File: src/rtl/mvr_pkg.sv
package mvr_pkg;

  localparam int NUM_PORTS = 5;
  localparam int NUM_VCS   = 2;
  localparam int PORT_W    = 3;

  typedef enum logic [1:0] {
    FT_BODY   = 2'b00,
    FT_HEAD   = 2'b01,
    FT_TAIL   = 2'b10,
    FT_SINGLE = 2'b11
  } ftype_e;

  localparam logic [PORT_W-1:0] PORT_LOCAL = 3'd0;
  localparam logic [PORT_W-1:0] PORT_EAST  = 3'd1;
  localparam logic [PORT_W-1:0] PORT_WEST  = 3'd2;
  localparam logic [PORT_W-1:0] PORT_NORTH = 3'd3;
  localparam logic [PORT_W-1:0] PORT_SOUTH = 3'd4;

  // X is resolved before Y; equal coordinates go to the local port
  function automatic logic [PORT_W-1:0] dor_port(input int cx, input int cy,
                                                 input int dx, input int dy);
    if (dx > cx)      return PORT_EAST;
    else if (dx < cx) return PORT_WEST;
    else if (dy > cy) return PORT_NORTH;
    else if (dy < cy) return PORT_SOUTH;
    else              return PORT_LOCAL;
  endfunction

endpackage

File: src/rtl/mvr_vc_fifo.sv
module mvr_vc_fifo #(
  parameter int W     = 16,
  parameter int DEPTH = 4
) (
  input  logic         clk,
  input  logic         rst_n,
  input  logic         push,
  input  logic [W-1:0] din,
  input  logic         pop,
  output logic [W-1:0] dout,
  output logic         empty,
  output logic         full
);
  localparam int AW = $clog2(DEPTH);

  logic [W-1:0] mem [DEPTH];
  logic [AW:0]  wp, rp;

  assign empty = (wp == rp);
  assign full  = (wp[AW] != rp[AW]) && (wp[AW-1:0] == rp[AW-1:0]);
  assign dout  = mem[rp[AW-1:0]];

  always_ff @(posedge clk) begin
    if (!rst_n) begin
      wp <= '0;
      rp <= '0;
    end else begin
      if (push) wp <= wp + 1'b1;
      if (pop)  rp <= rp + 1'b1;
    end
  end

  always_ff @(posedge clk) begin
    if (push) mem[wp[AW-1:0]] <= din;
  end
endmodule

File: src/rtl/mvr_rr_arb.sv
module mvr_rr_arb #(
  parameter int N  = 10,
  parameter int IW = $clog2(N)
) (
  input  logic          clk,
  input  logic          rst_n,
  input  logic [N-1:0]  req,
  output logic [N-1:0]  grant,
  output logic [IW-1:0] gidx,
  output logic          any
);
  logic [IW-1:0] ptr_q;

  always_comb begin : scan
    int idx;
    grant = '0;
    gidx  = '0;
    any   = 1'b0;
    for (int k = 0; k < N; k++) begin
      idx = int'(ptr_q) + k;
      if (idx >= N) idx = idx - N;
      if (!any && req[idx]) begin
        any        = 1'b1;
        grant[idx] = 1'b1;
        gidx       = IW'(idx);
      end
    end
  end

  always_ff @(posedge clk) begin
    if (!rst_n)   ptr_q <= '0;
    else if (any) ptr_q <= (int'(gidx) == N - 1) ? '0 : gidx + 1'b1;
  end
endmodule

File: src/rtl/mvr_ovc_load.sv
module mvr_ovc_load #(
  parameter int LOAD_W = 3
) (
  input  logic       clk,
  input  logic       rst_n,
  input  logic [1:0] owned,
  input  logic [1:0] stall,
  output logic       pick,
  output logic       has_free
);
  localparam logic [LOAD_W-1:0] LOAD_MAX = '1;

  logic [LOAD_W-1:0] cnt_q [2];

  for (genvar v = 0; v < 2; v++) begin : g_cnt
    always_ff @(posedge clk) begin
      if (!rst_n) cnt_q[v] <= '0;
      else if (stall[v]) begin
        if (cnt_q[v] != LOAD_MAX) cnt_q[v] <= cnt_q[v] + 1'b1;
      end else if (!owned[v]) begin
        if (cnt_q[v] != '0) cnt_q[v] <= cnt_q[v] - 1'b1;
      end
    end
  end

  always_comb begin
    has_free = ~&owned;
    if (owned == 2'b00) pick = (cnt_q[1] < cnt_q[0]);
    else                pick = owned[0];
  end
endmodule

File: src/rtl/mesh_vc_router.sv
module mesh_vc_router
  import mvr_pkg::*;
#(
  parameter int FLIT_W     = 16,
  parameter int COORD_W    = 2,
  parameter int FIFO_DEPTH = 4,
  parameter int LOAD_W     = 3,
  parameter int MY_X       = 1,
  parameter int MY_Y       = 1
) (
  input  logic                          clk,
  input  logic                          rst_n,
  input  logic [NUM_PORTS-1:0]          in_valid,
  input  logic [NUM_PORTS-1:0]          in_vc,
  input  logic [NUM_PORTS*FLIT_W-1:0]   in_flit,
  output logic [NUM_PORTS*NUM_VCS-1:0]  in_ready,
  output logic [NUM_PORTS-1:0]          out_valid,
  output logic [NUM_PORTS-1:0]          out_vc,
  output logic [NUM_PORTS*FLIT_W-1:0]   out_flit,
  input  logic [NUM_PORTS*NUM_VCS-1:0]  out_ready
);
  localparam int NP = NUM_PORTS;
  localparam int NV = NUM_VCS;
  localparam int NI = NP * NV;
  localparam int PW = PORT_W;
  localparam int IW = $clog2(NI);
  localparam int TB = FLIT_W - 2;

  logic [FLIT_W-1:0] hd [NI];
  logic [1:0]        ft [NI];
  logic [NI-1:0]     f_empty, f_full, f_push, f_pop;

  logic [NI-1:0]     routed_q, rvc_q;
  logic [PW-1:0]     rport_q [NI];

  logic [PW-1:0]     tp [NI];
  logic [NI-1:0]     tv, elig, drop;

  logic [NI-1:0]     owned_q, own_set, own_clr, stall;
  logic [NP-1:0]     pick_vc, has_free;

  logic [NI-1:0]     req_p   [NP];
  logic [NI-1:0]     grant_p [NP];
  logic [IW-1:0]     gidx_p  [NP];
  logic [NP-1:0]     gany;

  // ingress buffers, one per input virtual channel
  for (genvar i = 0; i < NI; i++) begin : g_in
    localparam int IP = i / NV;
    localparam int VV = i % NV;
    assign f_push[i]   = in_valid[IP] && (in_vc[IP] == 1'(VV)) && !f_full[i];
    assign in_ready[i] = !f_full[i];
    mvr_vc_fifo #(.W(FLIT_W), .DEPTH(FIFO_DEPTH)) u_fifo (
      .clk   (clk),
      .rst_n (rst_n),
      .push  (f_push[i]),
      .din   (in_flit[IP*FLIT_W +: FLIT_W]),
      .pop   (f_pop[i]),
      .dout  (hd[i]),
      .empty (f_empty[i]),
      .full  (f_full[i])
    );
  end

  // route computation and per-input eligibility
  always_comb begin : route_calc
    logic [PW-1:0] dr;
    for (int i = 0; i < NI; i++) begin
      ft[i] = hd[i][TB +: 2];
      dr    = dor_port(MY_X, MY_Y, int'(hd[i][COORD_W-1:0]),
                       int'(hd[i][2*COORD_W-1:COORD_W]));
      tp[i]   = routed_q[i] ? rport_q[i] : dr;
      tv[i]   = routed_q[i] ? rvc_q[i]   : pick_vc[dr];
      elig[i] = !f_empty[i] && (routed_q[i] || (ft[i][0] && has_free[dr]))
                && out_ready[{tp[i], tv[i]}];
      drop[i] = !f_empty[i] && !routed_q[i] && !ft[i][0];
    end
  end

  always_comb begin
    for (int p = 0; p < NP; p++)
      for (int i = 0; i < NI; i++)
        req_p[p][i] = elig[i] && (tp[i] == PW'(p));
  end

  // switch allocation and crossbar, one arbiter per output port
  for (genvar p = 0; p < NP; p++) begin : g_out
    mvr_rr_arb #(.N(NI), .IW(IW)) u_arb (
      .clk   (clk),
      .rst_n (rst_n),
      .req   (req_p[p]),
      .grant (grant_p[p]),
      .gidx  (gidx_p[p]),
      .any   (gany[p])
    );
    mvr_ovc_load #(.LOAD_W(LOAD_W)) u_load (
      .clk      (clk),
      .rst_n    (rst_n),
      .owned    (owned_q[p*NV +: NV]),
      .stall    (stall[p*NV +: NV]),
      .pick     (pick_vc[p]),
      .has_free (has_free[p])
    );
    assign out_valid[p]                = gany[p];
    assign out_vc[p]                   = tv[gidx_p[p]];
    assign out_flit[p*FLIT_W +: FLIT_W] = hd[gidx_p[p]];
  end

  always_comb begin
    for (int i = 0; i < NI; i++) begin
      f_pop[i] = drop[i];
      for (int p = 0; p < NP; p++)
        if (grant_p[p][i]) f_pop[i] = 1'b1;
    end
  end

  // output virtual channel reservation and load stall detection
  always_comb begin : ovc_track
    logic [IW-1:0] w;
    logic [IW-1:0] o;
    own_set = '0;
    own_clr = '0;
    for (int p = 0; p < NP; p++) begin
      w = gidx_p[p];
      o = {PW'(p), tv[w]};
      if (gany[p] && ft[w] == FT_HEAD) own_set[o] = 1'b1;
      if (gany[p] && ft[w] == FT_TAIL) own_clr[o] = 1'b1;
    end
    stall = '0;
    for (int i = 0; i < NI; i++) begin
      o = {rport_q[i], rvc_q[i]};
      if (routed_q[i] && !f_empty[i] && owned_q[o] && !out_ready[o])
        stall[o] = 1'b1;
    end
  end

  always_ff @(posedge clk) begin
    if (!rst_n) owned_q <= '0;
    else        owned_q <= (owned_q | own_set) & ~own_clr;
  end

  always_ff @(posedge clk) begin
    if (!rst_n) begin
      routed_q <= '0;
      rvc_q    <= '0;
      for (int i = 0; i < NI; i++) rport_q[i] <= '0;
    end else begin
      for (int i = 0; i < NI; i++) begin
        if (f_pop[i] && !drop[i]) begin
          if (ft[i] == FT_HEAD) begin
            routed_q[i] <= 1'b1;
            rport_q[i]  <= tp[i];
            rvc_q[i]    <= tv[i];
          end else if (ft[i] == FT_TAIL) begin
            routed_q[i] <= 1'b0;
          end
        end
      end
    end
  end
endmodule

File: config.mk
export PLATFORM = sky130hd
export DESIGN_NAME = mesh_vc_router
export DESIGN_NICKNAME = d
export VERILOG_FILES = /design/src/rtl/mvr_pkg.sv /design/src/rtl/mvr_vc_fifo.sv /design/src/rtl/mvr_rr_arb.sv /design/src/rtl/mvr_ovc_load.sv /design/src/rtl/mesh_vc_router.sv
export SDC_FILE = /design/constraint.sdc
export NUM_CORES = 2
export LEC_CHECK = 0
export ABC_CLOCK_PERIOD_IN_PS = 28800
export BUFFER_PORTS_ARGS = -buffer_cell sky130_fd_sc_hd__buf_2
export CAP_MARGIN = 10
export CORE_MARGIN = 2
export CORE_UTILIZATION = 55
export DETAILED_ROUTE_END_ITERATION = 8
export GPL_ROUTABILITY_DRIVEN = 0
export PLACE_DENSITY = 0.72
export SLEW_MARGIN = 25
export SYNTH_ARGS = -nofsm -noshare
export SYNTH_HDL_FRONTEND = slang
export SYNTH_HIERARCHICAL = 1
export SYNTH_SLANG_ARGS = --single-unit
File: constraint.sdc
create_clock -name clk -period 28.8 [get_ports clk]
set_clock_uncertainty 0.15 [all_clocks]
set_input_delay 5.76 -clock clk [delete_from_list [all_inputs] [get_ports clk]]
set_output_delay 5.76 -clock clk [all_outputs]
set_load 0.005 [all_outputs]
==> results.yml <==
clocking:
  cts_buffers: 80
  cts_setup_buffers: 0
  root_buffer: "clkbuf_16"
  cts_tree: "yes"
  post_cts_resize_count: 0
  cts.sinks: 830
  htree_levels: 3
  worstSkewPairLatency_ps: 680
  clk_pin_slew_worst_paths_ps: 60
  clock_path_buffers: 3
  hold_buffers: 0
sta:
  fin_crit_ps: 19060
  finalCritPeriodShare_pct: 66.2
  rsz0062_at_grt: "no"
  setup_tns_ps: 0
  setup_viol: 0
  fmax_mhz: 52.5
  relSlewSlack_pct: 24.1
  hold_viol: 0
  tightest_slew_ps: 1130
  slew_violations: 0
yosys:
  syn_area_sq_um: 67100
  yosys_register_bits: 830
  synth_seq_area_share_pct: 35.2
  ys.flop_type: "edfxtp_1"
  avgSynthCellArea_sq_um: 10.3
  syn_nets: 6839
  synth-edff-count: 700
  async_flop_share_pct: 0
  synth_cells: 6517
  synth_cell_types: 138
  ys_warn_count: 6
global_routing:
  grt_pass1_wl_mm: 346
  grt_max_degree: 68
  antenna_found_initial: 26
  use_met1_pct: 47.1
  busiest_layer: "met2"
  grt_util_met2_pct: 53.4
  overflow: 0
  grt_pass1_vias: 54130
  grt_use_met3_pct: 11.0
  grt_use_total_pct: 36.2
place:
  dp_hpwl_mm: 171
  io_buffer_count: 201
worst_setup_path:
  cp-end-kind: "output pin"
  startpoint_type: "input pin"
  r2r_start: "g_out[2].u_load/cnt_q[1][2]$_SDFFCE_PN0P_"
  cp_data_required_time_ps: 22890
  path_cells: "buf_2 -> mux2_2 -> nor2_1 -> a21oi_1 -> mux2i_1 -> nor3b_1 -> nor3b_1 -> mux4_2 -> o41a_1 -> a32oi_1 -> or4_1 -> and3_1 -> nand3_1 -> nor2_1 -> o32ai_1 -> o21bai_1 -> a22oi_2 -> clkinv_1 -> nor2_1 -> a22oi_1 -> o21ai_0 -> buf_2"
  crit_slowest_cell: "nor2_1"
  slowest_delay_ps: 1070
  crit_fanout: 17
  crit_path_start: "out_ready[2]"
  path_common_cell: "nor2_1"
  critPathKind: "in -> out"
  ff2ff_setup_slack_ps: 18270
  cp_data_arrival_time_ps: 13150
  r2r_cells: 28
die:
  row_count: 128
  core_area_sq_um: 121000
  dieHeight_um: 353
  die_x_um: 353
  dieArea_sq_um: 125000
  start_util_pct: 55.2
  num_io_pins: 202
layout:
  fill_cells: 10072
  multi_input_area_sq_um: 40100
  area_growth_pct: 6.55
  fin_nets: 6805
  drive_gt1_share_pct: 16.4
  ff_latch_area_sq_um: 23600
run_status:
  status: "complete, but fails checks"
  violations: "DRC"
routing:
  wl_mm: 235
  wire_per_inst_um: 28.6
  first_iter_violations: 10159
  vias: 59654
  antenna_left: 0
  drc_errors: 208
  viasPerCell: 7.28
  dr.pass1.iters: 9
flow_run:
  cap_violations: 0
worst_hold_path:
  holdCritPathClass: "reg -> reg"
  worstHoldStart: "g_out[1].u_arb/ptr_q[3]$_SDFFE_PN0P_"
  min_path_cells: 2
## synthesized netlist by cell type (31+ instances only)
cell,number,area [sq um]
a211oi_1,59,443
a21o_1,37,278
a21oi_1,433,2170
a22oi_1,60,450
a31oi_1,96,601
a32oi_1,39,342
and2_1,79,494
and3_1,71,444
buf_2,105,526
buf_6,40,450
clkbuf_1,205,769
dfxtp_1,130,2600
edfxtp_1,700,21000
ha_1,210,2630
inv_1,286,1070
mux2_2,78,878
mux2i_1,270,2700
mux4_1,60,1580
mux4_2,302,6800
nand2_1,395,1480
nand2b_1,111,694
nand3_1,160,801
nand3b_1,46,345
nand4_1,72,450
nor2_1,522,1960
nor2b_1,116,726
nor3_1,162,811
nor3b_1,54,405
nor4_1,56,350
o211ai_1,49,368
o21ai_0,268,1340
o22ai_1,119,744
o31ai_1,31,233
or3_1,57,357
or4_1,38,285
xnor2_1,89,780
## flip-flops by register name (all words and copies together), names as in the netlist, named ones only
name / count
routed_q: 10
g_out.u_load/cnt_q: 30
g_in.u_fifo/rp: 30
rvc_q: 10
rport_q: 30
g_in.u_fifo/wp: 30
g_in.u_fifo/mem: 640
owned_q: 10
g_out.u_arb/ptr_q: 20
## path summary, 6_finish.rpt
path,end
max reg2reg,owned_q[6]$_SDFF_PN0_
max,out_flit[62]
min,g_out[1].u_arb/ptr_q[3]$_SDFFE_PN0P_
min reg2reg,g_out[1].u_arb/ptr_q[3]$_SDFFE_PN0P_
## layout by cell type, fill, tap and decap left out, drive strengths merged, types with 41 or more instances in the layout
| cell | n |
|---|---|
| o211ai | 50 |
| mux2 | 79 |
| a32oi | 43 |
| or4 | 41 |
| nand4 | 75 |
| buf | 297 |
| a22oi | 69 |
| and2 | 87 |
| nor3 | 176 |
| nor3b | 55 |
| xnor2 | 96 |
| a31oi | 102 |
| nand3b | 48 |
| nor2 | 530 |
| clkinv | 50 |
| mux2i | 274 |
| nand2b | 111 |
| nand3 | 162 |
| clkbuf | 99 |
| a2111oi | 43 |
| nor2b | 117 |
| edfxtp | 700 |
| nand2 | 400 |
| o21ai | 279 |
| a21oi | 445 |
| ha | 210 |
| or3 | 57 |
| and3 | 71 |
| nor4 | 64 |
| a211oi | 63 |
| dfxtp | 130 |
| o22ai | 123 |
| mux4 | 362 |
| inv | 304 |
## kinds of logic (layout without fill, tap and decap cells)
kind of cell / after synthesis / count (layout) / share of synthesized area (%)
AOI/OAI and AO/OA: 1752 / 1752 / 18.4
DFF: 830 / 830 / 35.2
and+or+nand+nor: 2147 / 2147 / 17.3
xor gates and xnor gates: 122 / 122 / 1.78
other: 0 / 20 / 0
adders and majority gates: 220 / 220 / 4.22
muxes: 715 / 715 / 17.9
buffers and inverters: 731 / 763 / 5.12
## worst max-delay path, delay by kind of cell
family	cells	cell delay (ps)
AOI/OAI and AO/OA	8	2240
buffers and inverters	3	1190
muxes	3	700
and+or+nand+nor	8	3220
## metrics by stage
step,utilization [%],setup slack [ps],hold WS [ps],area (sq um),instances
3_3_place_gp,56.5,10440,312,68600,8024
4_1_cts,58.8,10220,327,71400,8172
6_report,58.9,9740,327,71500,8194
3_5_place_dp,56.6,10250,318,68700,8024
2_1_floorplan,-,11890,342,67100,6517
5_1_grt,58.9,9600,344,71400,8188
## routing by layer
layer  up-vias  wire, um  part of all wire [%]
met5         -       190                 0.081
met4        19     16700                   7.1
met3      1052     32200                    14
met2      4590    100000                    43
met1     28446     85200                    36
li1      25547         -                     -
## cell type report
type,count,share of cell area (%)
well taps,1625,2.85
clock inverters,49,0.818
flip-flops and latches,830,33.1
diodes,20,0.0700
clock buffers,99,2.97
inverters,318,1.67
repair buffers,297,2.44
multi-input cells,4956,56.1
Power is left out: the tool's default activity adds up to more than one toggle a clock period on the data nets, which glitch-free logic cannot reach.
